--- src/rtl/i2cr_pkg.sv ---
package i2cr_pkg;

    localparam int BYTE_W = 8;
    localparam int CTRL_W = 6;
    localparam int CNT_W  = $clog2(BYTE_W + 1);

    typedef enum logic [2:0] {
        ST_IDLE,
        ST_RX,
        ST_ACK,
        ST_TX,
        ST_HACK
    } eng_state_t;

    typedef struct packed {
        logic start;
        logic stop;
        logic scl_rise;
        logic scl_fall;
        logic sda;
    } bus_ev_t;

    function automatic logic [6:0] make_addr(input logic [6:0] base, input logic [1:0] strap);
        return {base[6:2], strap};
    endfunction

    function automatic logic [BYTE_W-1:0] pack_reg(input logic ovt, input logic ovl,
                                                  input logic [CTRL_W-1:0] ctrl);
        return {ovt, ovl, ctrl};
    endfunction

endpackage

--- src/rtl/i2cr_sync.sv ---
module i2cr_sync #(
    parameter int W      = 2,
    parameter int STAGES = 2
) (
    input  logic         clk,
    input  logic         rst,
    input  logic [W-1:0] d,
    output logic [W-1:0] q
);
    for (genvar g = 0; g < W; g++) begin : g_bit
        logic [STAGES-1:0] chain;
        always_ff @(posedge clk) begin
            if (rst) chain <= '1;
            else     chain <= {chain[STAGES-2:0], d[g]};
        end
        assign q[g] = chain[STAGES-1];
    end
endmodule

--- src/rtl/i2cr_events.sv ---
module i2cr_events
    import i2cr_pkg::*;
(
    input  logic    clk,
    input  logic    rst,
    input  logic    scl_s,
    input  logic    sda_s,
    output bus_ev_t ev
);
    logic scl_p, sda_p;

    always_ff @(posedge clk) begin
        if (rst) begin
            scl_p <= 1'b1;
            sda_p <= 1'b1;
        end else begin
            scl_p <= scl_s;
            sda_p <= sda_s;
        end
    end

    always_comb begin
        ev.start    = scl_s & scl_p & sda_p & ~sda_s;
        ev.stop     = scl_s & scl_p & ~sda_p & sda_s;
        ev.scl_rise = scl_s & ~scl_p;
        ev.scl_fall = ~scl_s & scl_p;
        ev.sda      = sda_s;
    end
endmodule

--- src/rtl/i2cr_engine.sv ---
module i2cr_engine
    import i2cr_pkg::*;
(
    input  logic              clk,
    input  logic              rst,
    input  logic              lockout,
    input  bus_ev_t           ev,
    input  logic [6:0]        dev_addr,
    input  logic              flag_ovl,
    input  logic              flag_ovt,
    output logic              sda_oe,
    output logic [CTRL_W-1:0] ctrl
);
    eng_state_t        state;
    logic [CNT_W-1:0]  cnt;
    logic [BYTE_W-1:0] shreg;
    logic [BYTE_W-1:0] txreg;
    logic              addr_phase;
    logic              rd_mode;
    logic              host_ack;
    logic [BYTE_W-1:0] reg_byte;

    assign reg_byte = pack_reg(flag_ovt, flag_ovl, ctrl);

    always_ff @(posedge clk) begin
        if (rst || lockout) begin
            state      <= ST_IDLE;
            cnt        <= '0;
            shreg      <= '0;
            txreg      <= '0;
            addr_phase <= 1'b0;
            rd_mode    <= 1'b0;
            host_ack   <= 1'b0;
            ctrl       <= '0;
        end else if (ev.start) begin
            state      <= ST_RX;
            cnt        <= '0;
            addr_phase <= 1'b1;
        end else if (ev.stop) begin
            state <= ST_IDLE;
        end else begin
            unique case (state)
                ST_IDLE: ;
                ST_RX: begin
                    if (ev.scl_rise && cnt < CNT_W'(BYTE_W)) begin
                        shreg <= {shreg[BYTE_W-2:0], ev.sda};
                        cnt   <= cnt + 1'b1;
                    end else if (ev.scl_fall && cnt == CNT_W'(BYTE_W)) begin
                        if (addr_phase) begin
                            if (shreg[BYTE_W-1:1] == dev_addr) begin
                                state   <= ST_ACK;
                                rd_mode <= shreg[0];
                            end else begin
                                state <= ST_IDLE;
                            end
                        end else begin
                            ctrl  <= shreg[CTRL_W-1:0];
                            state <= ST_ACK;
                        end
                    end
                end
                ST_ACK: begin
                    if (ev.scl_fall) begin
                        cnt <= '0;
                        if (rd_mode) begin
                            state <= ST_TX;
                            txreg <= reg_byte;
                        end else begin
                            state      <= ST_RX;
                            addr_phase <= 1'b0;
                        end
                    end
                end
                ST_TX: begin
                    if (ev.scl_fall) begin
                        if (cnt == CNT_W'(BYTE_W - 1)) begin
                            state <= ST_HACK;
                            cnt   <= '0;
                        end else begin
                            txreg <= {txreg[BYTE_W-2:0], 1'b0};
                            cnt   <= cnt + 1'b1;
                        end
                    end
                end
                ST_HACK: begin
                    if (ev.scl_rise) host_ack <= ~ev.sda;
                    if (ev.scl_fall) begin
                        if (host_ack) begin
                            state <= ST_TX;
                            txreg <= reg_byte;
                            cnt   <= '0;
                        end else begin
                            state <= ST_IDLE;
                        end
                    end
                end
                default: state <= ST_IDLE;
            endcase
        end
    end

    assign sda_oe = (state == ST_ACK) || (state == ST_TX && !txreg[BYTE_W-1]);

    assert_lockout_clear_R6: assert property (@(posedge clk) disable iff (rst)
        lockout |=> (ctrl == '0 && state == ST_IDLE));

    assert_start_restart_R8: assert property (@(posedge clk) disable iff (rst)
        (ev.start && !lockout) |=> (state == ST_RX && cnt == '0 && addr_phase));

    assert_bit_count_R2: assert property (@(posedge clk) disable iff (rst)
        cnt <= CNT_W'(BYTE_W));

    assert_tx_entry_R7: assert property (@(posedge clk) disable iff (rst)
        (state == ST_TX && $past(state) != ST_TX) |->
            ($past(state) == ST_ACK || $past(state) == ST_HACK));

    assert_ctrl_write_only_R4: assert property (@(posedge clk) disable iff (rst)
        (ctrl != $past(ctrl)) |->
            ($past(lockout) || ($past(state) == ST_RX && !$past(addr_phase))));

    assert_ack_after_byte_R1: assert property (@(posedge clk) disable iff (rst)
        (state == ST_ACK && $past(state) == ST_RX) |-> $past(cnt) == CNT_W'(BYTE_W));

endmodule

--- src/rtl/i2cr_target.sv ---
module i2cr_target
    import i2cr_pkg::*;
#(
    parameter logic [6:0] BASE_ADDR   = 7'b0001000,
    parameter int         SYNC_STAGES = 2
) (
    input  logic              clk,
    input  logic              rst,
    input  logic              scl_in,
    input  logic              sda_in,
    output logic              sda_oe,
    input  logic [1:0]        addr_strap,
    input  logic              lockout,
    input  logic              flag_ovl,
    input  logic              flag_ovt,
    output logic [CTRL_W-1:0] ctrl_out
);
    logic [1:0] line_s;
    bus_ev_t    ev;
    logic [6:0] dev_addr;

    assign dev_addr = make_addr(BASE_ADDR, addr_strap);

    i2cr_sync #(.W(2), .STAGES(SYNC_STAGES)) u_sync (
        .clk (clk),
        .rst (rst),
        .d   ({scl_in, sda_in}),
        .q   (line_s)
    );

    i2cr_events u_ev (
        .clk   (clk),
        .rst   (rst),
        .scl_s (line_s[1]),
        .sda_s (line_s[0]),
        .ev    (ev)
    );

    i2cr_engine u_eng (
        .clk      (clk),
        .rst      (rst),
        .lockout  (lockout),
        .ev       (ev),
        .dev_addr (dev_addr),
        .flag_ovl (flag_ovl),
        .flag_ovt (flag_ovt),
        .sda_oe   (sda_oe),
        .ctrl     (ctrl_out)
    );
endmodule

--- config.mk ---
export PLATFORM = sky130hd
export DESIGN_NAME = i2cr_target
export DESIGN_NICKNAME = d
export VERILOG_FILES = /design/src/rtl/i2cr_pkg.sv /design/src/rtl/i2cr_sync.sv /design/src/rtl/i2cr_events.sv /design/src/rtl/i2cr_engine.sv /design/src/rtl/i2cr_target.sv
export SDC_FILE = /design/constraint.sdc
export NUM_CORES = 1
export LEC_CHECK = 0
export BUFFER_PORTS_ARGS = -buffer_cell sky130_fd_sc_hd__buf_2
export CAP_MARGIN = 20
export CORE_ASPECT_RATIO = 0.5
export CORE_MARGIN = 1.5
export CORE_UTILIZATION = 50
export DETAILED_ROUTE_END_ITERATION = 8
export PLACE_DENSITY = 0.7
export SLEW_MARGIN = 20
export SYNTH_ARGS = -nofsm -noshare
export SYNTH_HDL_FRONTEND = slang
export SYNTH_SLANG_ARGS = --single-unit
--- constraint.sdc ---
create_clock -name clk -period 1.85 [get_ports clk]
set_input_delay 0.0925 -clock clk [delete_from_list [all_inputs] [get_ports clk]]
set_output_delay 0.0925 -clock clk [all_outputs]
set_load 0.01 [all_outputs]
# After elaboration in Yosys (flattened, before gate mapping)
# Index checks and enable logic that the tools add are counted.
[classes]
n_addsub = 1
order_cmp = 1
n_eq_ne = 26
muxes = 32
bitwise = 16
reduce_logical = 22
[ops]
columns = ["operator", "count"]
rows = [
  ["$mux 8", 6],
  ["$reduce_and 7->1", 4],
  ["$mux 4", 6],
  ["$pmux 8 s3", 1],
  ["$ne 4x3->1 const B", 5],
  ["$mux 3", 6],
  ["$ne 2x1->1 const B", 9],
  ["$pmux 4 s4", 1],
  ["$pmux 3 s5", 1],
  ["$reduce_and 4->1", 3],
  ["$not 1->1", 9],
  ["$reduce_and 9->1", 1],
  ["$mux 2", 4],
  ["$and 1x1->1", 7],
  ["$eq 7x4->1", 1],
  ["$mux 1", 7],
  ["$eq 3x2->1 const B", 2],
  ["$ne 2x2->1 const B", 3],
  ["$reduce_and 6->1", 1],
  ["$add 4x1->4 const B", 1],
  ["$eq 4x3->1 const B", 1],
  ["$eq 4x4->1 const B", 1],
  ["$lt 4x4->1 const B", 1],
  ["$ne 4x4->1 const B", 1],
  ["other kinds (12)", 16],
]
[totals]
regBits = 38
inputBits = 9
out_inout_bits = 7
elab_cells = 111

# Logic depth before layout (Yosys ltp)
# Gate-level depths: netlist of the first run.
[depth]
word_depth = 8
depth_mapped = 8
ltp_nobuf = 8

# Hierarchy
# From an unflattened synthesis of the first run, not the netlist that was laid out.
[hier_totals]
hier_cells = 215
area_unflattened_um2 = 1874.3
[by_module_without_submodules]
columns = ["mod", "n_inst", "cells_each", "area_each_um2", "seq_area_each_um2"]
rows = [
  ["i2cr_engine", 1, 194, 1654.1, 640.6],
  ["i2cr_sync", 1, 10, 120.1, 80.1],
  ["i2cr_events", 1, 9, 92.6, 40.0],
  ["i2cr_target", 1, 2, 7.5, 0.0],
]

# Worst setup path before layout of the first run
# No wires, ideal clock.
[synth_timing]
path_type = "register to register"
startpoint = "register u_eng.cnt[0]"
endpoint = "register u_eng.state[1]"
setup_ns = 0.116
t_arrival_ns = 1.554
t_required_ns = 1.734
setup_slack_ns = 0.180
path_stages_with_launch = 7
path_buffers = 0
synth_period_minus_slack_ns = 1.670
cell_sequence = "dfxtp_1 -> ha_1 -> and3b_1 -> mux2_2 -> o221a_4 -> nor3b_2 -> a31o_1"
[synth_via]
elab_chain_cells = 4
word_cells_on_any_way = 9
classes_between = "1 x order compare; 5 x eq/ne; 3 x reduce/logical"
[synth_rtl]
columns = ["element", "line", "text"]
rows = [
  ["start, declared", "i2cr_engine.sv:15", "logic [CNT_W-1:0] cnt;"],
  ["start signal, assigned", "i2cr_engine.sv:47", "cnt <= cnt + 1'b1;"],
  ["start signal, assigned", "i2cr_engine.sv:81", "cnt <= cnt + 1'b1;"],
  ["$lt 4x4->1 or $eq 4x4->1 (tied branches)", "i2cr_engine.sv:45, i2cr_engine.sv:48", ""],
  ["$logic_and 1x1->1 (on tied branches)", "i2cr_engine.sv:45, i2cr_engine.sv:48", ""],
  ["$ne 2x2->1 (no source line) or $ne 2x1->1 (tied branches)", "--", ""],
  ["$reduce_and 7->1 (no source line) (*)", "--", ""],
  ["end signal, assigned", "i2cr_engine.sv:51", "state <= ST_ACK;"],
  ["end signal, assigned", "i2cr_engine.sv:54", "state <= ST_IDLE;"],
  ["end signal, assigned", "i2cr_engine.sv:58", "state <= ST_ACK;"],
  ["end, declared", "i2cr_engine.sv:14", "eng_state_t state;"],
]
# Mark *: on every way between the ends. The rest lies on a longest branch, timed or not.
# A chain may end at the register's enable or synchronous reset.

# Final worst setup path of the first run
# Same ends and word-level chain as after synthesis.

==> results of run 1 <==
logic make-up after synthesis:
group / count (synthesis)
AO/OA/AOI/OAI: 31
XOR/XNOR: 2
adder cells (fa/ha/maj): 2
buffers and inverters: 13
multiplexers: 18
AND/OR/NAND/NOR: 99
flip-flops: 38
timing repair:
item | in CTS | in global routing
hold endpoints to repair | 2 | 0
setup endpoints to repair | 0 | 9
setup buffers | 0 | 1
resized for setup | 0 | 4
hold buffers | 2 | 0
worst max-delay path: stages (launching register included):
cell and delay, ps:
sky130_fd_sc_hd__dfxtp_2 340, sky130_fd_sc_hd__ha_1 210, sky130_fd_sc_hd__and3b_1 210, sky130_fd_sc_hd__mux2_2 280, sky130_fd_sc_hd__o221a_4 280, sky130_fd_sc_hd__nor3b_2 160
sky130_fd_sc_hd__a31o_1 200
worst max-delay path by stage:
stage / end / slack (ps) / start
2_1_floorplan: u_eng.state[1] / 180 / u_eng.cnt[0]
3_3_place_gp: u_eng.state[1] / 140 / u_eng.cnt[0]
3_5_place_dp: u_eng.state[1] / 80 / u_eng.cnt[0]
4_1_cts: u_eng.state[1] / 60 / u_eng.cnt[0]
5_1_grt: u_eng.state[1] / -20 / u_eng.state[0]
6_report: u_eng.state[1] / 80 / u_eng.cnt[0]
cells in the mapped netlist, drive strengths merged, types with 3 or more instances:
| library cell | instances | area share [%] |
|---|---|---|
| inv | 4 | 0.83 |
| dfxtp | 38 | 42 |
| o21ai | 7 | 1.9 |
| a21oi | 10 | 3.0 |
| nand3b | 3 | 1.2 |
| nand2 | 14 | 2.9 |
| clkbuf | 5 | 1.6 |
| buf | 4 | 1.9 |
| or2 | 7 | 2.4 |
| nor3b | 3 | 1.5 |
| a311oi | 8 | 3.9 |
| nor2 | 38 | 8.3 |
| nand2b | 3 | 1.4 |
| nor3 | 4 | 1.4 |
| nor2b | 4 | 1.4 |
| nand4b | 3 | 1.4 |
| mux2i | 17 | 9.4 |
| nand3 | 9 | 2.5 |
registers in the layout, summed over array words and instances, names as in the netlist, 3 cells and up:
| register | flops |
|---|---|
| u_eng.shreg | 8 |
| u_eng.txreg | 8 |
| u_eng.ctrl | 6 |
| u_eng.cnt | 4 |
| u_sync.g_bit.chain | 4 |
| u_eng.state | 3 |
per-layer routing:
metal  share of wire, %  GRT usage [%]  vias up
met5                  0              0        -
met2                 46           33.0       22
met1                 50           27.7      754
met4               0.94           7.19        0
li1                   -              -      758
met3                3.7           6.34        4
power by group:
part	leakage, nW	internal, mW	switching, mW
sequential	0.308	0.823	0.00666
clock	0.0714	0.575	0.306
combinational	0.466	0.0240	0.0299
total	0.845	1.42	0.343
area by class of cell:
cell class / instances / area share, %
inverter: 4 / 0.703
multi-input combinational: 152 / 46.4
sequential: 38 / 35.7
clock buffer: 6 / 3.87
tap: 51 / 2.99
clock inverter: 2 / 2.81
timing repair buffer: 24 / 7.50
per-stage QoR:
| step | power [mW] | cells | setup TNS, ps | cell area, um^2 |
|---|---|---|---|---|
| floorplan | 0.880 | 203 | 0 | 1820 |
| global placement | 0.898 | 266 | 0 | 1940 |
| detailed placement | 0.899 | 266 | 0 | 1940 |
| CTS | 1.77 | 276 | 0 | 2100 |
| global route | 1.81 | 277 | -26.7 | 2140 |
| finish | 1.77 | 277 | 0 | 2140 |
==> results_dict.tcl, run 1 <==
set metrics [dict create \
    synth_compound_area_share_pct 12.2 \
    max_slew.worst_pin.slew_ps 493 \
    num_antenna_cells 0 \
    synth-simple-area-share_pct 29.3 \
    cts-htree-levels 2 \
    ys_seq_area_share_pct 41.9 \
    layout_area_growth_over_synthesis_pct 17.6 \
    drt_iter0_drc 103 \
    die_width_um 88.2 \
    place_ws_ps 82.2 \
    cp.arrival_ps 1960 \
    netlist_instances 203 \
    timing.hold.worst_endpoint "u_eng.txreg[6]" \
    yosys_most_used_dff "sky130_fd_sc_hd__dfxtp_1" \
    cts-buffers-inserted 5 \
    dr.pass1.iters 4 \
    pin_count_of_the_biggest_net_entering_global_routing 27 \
    synth_enable_flop_cells 0 \
    timing.slew.headroom_pct 67.1 \
    run_status "finished, final reports clean" \
    path_max_fanout 4 \
    setup.reg_to_reg.worst_slack_ps 80 \
    leakage_nw 0.845 \
    seq_area_um2 763 \
    drive_above_1_share_pct 23.0 \
    synth.net_count 214 \
    die_area_um2 4030 \
    synth_cell_type_count 44 \
    yosys_warnings 0 \
    final_max_slew_viol_count 0 \
    mostFrequentLayoutCell "sky130_fd_sc_hd__nor2_1" \
    multi_input_comb_area_um2 991 \
    synth-seq-cells 38 \
    hold_start "flag_ovl" \
    utilization_pct 61.8 \
    clk-insertion-delay-late_ps 300 \
    part_of_the_cycle_the_worst_path_needs_pct 95.8 \
    synthArstFlopShare_pct 0 \
    number_of_global_route_vias_before_repair 1332 \
    skew_ps 8.68 \
    chipHeight_um 45.6 \
    reg2regPathDepth 6 \
    clockBufferDepth 2 \
    grt_util_all_layers_pct 20.9 \
    drcViolationCount 0 \
    critical_path.startpoint_type "flip-flop" \
    post_synthesis_instance_area_um2 1820 \
    antenna_found_initial 0 \
    whs_ps 54.4 \
    clock_sink_count 38 \
    path_class "flip-flop to flip-flop" \
    report.final.setup_viol 0 \
    root_buffer "sky130_fd_sc_hd__clkbuf_8" \
    cp.required_ps 2040 \
    rows 15 \
    layout_setup_ws_ps 77.2 \
    final.fill_count 315 \
    power.density_nw_per_um2 827 \
    critical_path.endpoint_type "flip-flop" \
    post_synth_fa_ha_maj_area_fraction_pct 1.38 \
    grt_pass1_wl_um 6280 \
    port_buffers 15 \
    place.gp.congestion 0.880 \
    route.detailed.vias_per_inst 5.55 \
    worst_hold_path_type "input port to flip-flop" \
    timing.final.crit_period_ps 1770 \
    design.core.area_um2 3450 \
    num_io_pins 16 \
    clk_pin_slew_worst_paths_ps 80 \
    routed_wl_um 3950 \
    post-dp-hpwl_um 2600 \
    layout.cells.most_common_list "sky130_fd_sc_hd__nor2_1 (37), sky130_fd_sc_hd__dfxtp_1 (36), sky130_fd_sc_hd__mux2i_1 (17)" \
    synth.area.mux_share_pct 9.99 \
    vdd_ir_drop_max_uv 494 \
    post_synth_xor_area_fraction_pct 0.964 \
    worst_r2r_start "u_eng.cnt[0]" \
    final-hold-violation-count 0 \
    ant_nets 0 \
    reported_max_cap_violation_count 0 \
    r2r-end "u_eng.state[1]" \
    final_nets 236 \
    whs_path_cells 3 \
    starting_density_of_the_core_pct 52.6 \
    avgRoutedWirePerCell_um 14.2 \
    globalRoute.totalOverflow 0 \
    syn_avg_cell_area_um2 8.95 \
    route.vias.total 1538 \
    max_clock_freq_mhz 564 \
    tritoncts "done" \
    main_combinational_cell_family_by_area_after_synthesis "simple AND/OR/NAND/NOR gates" \
]
Power figures use the tool's default switching activity.
==> run 2: changes to the inputs <==
- REMOVE_ABC_BUFFERS: default -> 1
==> results_dict.tcl, run 2 (synthesis gave the netlist of run 1 again) <==
set metrics [dict create \
    avgRoutedWirePerCell_um 13.5 \
    dpl.cell_count 267 \
    cts-htree-levels 2 \
    path_class "flip-flop to flip-flop" \
    setup.reg_to_reg.worst_slack_ps 70 \
    dr.pass1.iters 4 \
    layout_area_growth_over_synthesis_pct 16.0 \
    critical_path.endpoint_type "flip-flop" \
    pin_count_of_the_biggest_net_entering_global_routing 27 \
    final-hold-violation-count 0 \
    largest_registers "u_eng.shreg: 8 flops, u_eng.txreg: 8 flops, u_eng.ctrl: 6 flops" \
    cp.required_ps 2050 \
    tritoncts "done" \
    drive_above_1_share_pct 22.9 \
    route.detailed.vias_per_inst 5.43 \
    design_power_total_mw 1.58 \
    final_max_slew_viol_count 0 \
    critical_path.slowest_cell "sky130_fd_sc_hd__dfxtp_1" \
    path_common_cell "sky130_fd_sc_hd__nor2_1" \
    globalRoute.totalOverflow 0 \
    drcViolationCount 0 \
    cp.arrival_ps 1980 \
    final.fill_count 315 \
    grt_pass1_wl_um 6240 \
    part_of_the_cycle_the_worst_path_needs_pct 96.2 \
    rows 15 \
    setup_repair_after_global_routing_missed_its_margin "no" \
    post-dp-hpwl_um 2600 \
    cpPeakStageDelay_ps 330 \
    place.gp.congestion 0.878 \
    reported_max_cap_violation_count 0 \
    final_nets 237 \
    die_width_um 88.2 \
    whs_path_cells 2 \
    clk-insertion-delay-late_ps 290 \
    port_buffers 15 \
    root_buffer "sky130_fd_sc_hd__clkbuf_8" \
    path_max_fanout 15 \
    timing.final.crit_period_ps 1780 \
    die_area_um2 4030 \
    vdd_ir_drop_max_uv 474 \
    cts-buffers-inserted 5 \
    grt_util_all_layers_pct 20.8 \
    clockBufferDepth 2 \
    routed_wl_um 3750 \
    layout.cells.most_common_list "sky130_fd_sc_hd__nor2_1 (37), sky130_fd_sc_hd__dfxtp_1 (37), sky130_fd_sc_hd__mux2i_1 (17)" \
    multi_input_comb_area_um2 991 \
    skew_ps 3.92 \
    seq_area_um2 762 \
    clk_pin_slew_worst_paths_ps 80 \
    worst_hold_path_type "input port to flip-flop" \
    ant_nets 0 \
    final_cells 278 \
    number_of_global_route_vias_before_repair 1315 \
    design.core.area_um2 3450 \
    worstPathCellList "ha_1 -> and3b_1 -> a211oi_2 -> nor2_1 -> nor2_4 -> buf_12 -> nor2_1 -> a311oi_1" \
    run_status "finished, final reports clean" \
    reg2regPathDepth 8 \
    drt_iter0_drc 125 \
    starting_density_of_the_core_pct 52.6 \
    timing.slew.headroom_pct 65.7 \
    max_slew.worst_pin.slew_ps 515 \
    max_clock_freq_mhz 562 \
    leakage_nw 0.838 \
    chipHeight_um 45.6 \
    route.vias.total 1509 \
    critical_path.startpoint_type "flip-flop" \
    num_antenna_cells 0 \
    antenna_found_initial 0 \
    whs_ps 56.2 \
    num_io_pins 16 \
    clock_sink_count 38 \
    power.density_nw_per_um2 751 \
    report.final.setup_viol 0 \
    setup-tns-final_ps 0 \
]
## run 2: cell count changes in the layout (fill, tap and decap cells not counted)
cell,before,now
sky130_fd_sc_hd__bufinv_16,2,1
sky130_fd_sc_hd__clkinv_2,0,2
sky130_fd_sc_hd__clkbuf_8,6,5
sky130_fd_sc_hd__dfxtp_2,2,1
sky130_fd_sc_hd__buf_4,6,7
sky130_fd_sc_hd__dfxtp_1,36,37
## run 2: critical path: cells and delay by family (launching register included)
kind,cells,cell delay [ps]
buffers and inverters,1,140
DFF,1,330
AOI/OAI and AO/OA,2,490
and+or+nand+nor,4,500
adders and majority gates,1,220
## run 2: metal layers
metal	routed length (um)	vias to the layer above	track usage (%)
met5	0	-	0
met4	18	0	5.31
met3	202	2	6.52
met2	1690	38	32.8
met1	1840	710	28.3
li1	-	759	-
## run 2: area by class of cell
| class | instances | area share, % |
|---|---|---|
| Multi-Input combinational cell | 152 | 47.0 |
| Sequential cell | 38 | 36.1 |
| Timing Repair Buffer | 25 | 7.95 |
| Clock buffer | 5 | 3.26 |
| Tap cell | 51 | 3.03 |
| Clock inverter | 3 | 1.90 |
| Inverter | 4 | 0.712 |
## run 2: final timing paths
kind / from / to
max: u_eng.cnt[0] / u_eng.txreg[3]
min reg2reg: u_sync.g_bit[0].chain[0] / u_sync.g_bit[0].chain[1]
min: rst / u_ev.scl_p
max reg2reg: u_eng.cnt[0] / u_eng.txreg[3]
## run 2: what timing repair did
item,4_1_cts,5_1_grt
hold endpoints to repair,2,0
hold buffers,2,0
buffers inserted,0,1
setup endpoints to repair,0,10
resized for setup,0,3
## run 2: per-stage QoR
| stage | utilization, % | setup slack, ps | instance area [um^2] |
|---|---|---|---|
| final | 61.1 | 70.1 | 2110 |
| after global routing | 61.1 | 1.13 | 2110 |
| after CTS | 60.0 | 0.173 | 2070 |
| after detailed placement | 56.3 | 22.4 | 1940 |
| after global placement | 56.3 | 124 | 1940 |
| after floorplan | - | 118 | 1750 |
## run 2: report_power, final
part | total (mW) | switching, mW | internal [mW]
Sequential | 0.829 | 0.00604 | 0.823
Clock | 0.700 | 0.303 | 0.397
Combinational | 0.0537 | 0.0297 | 0.0240
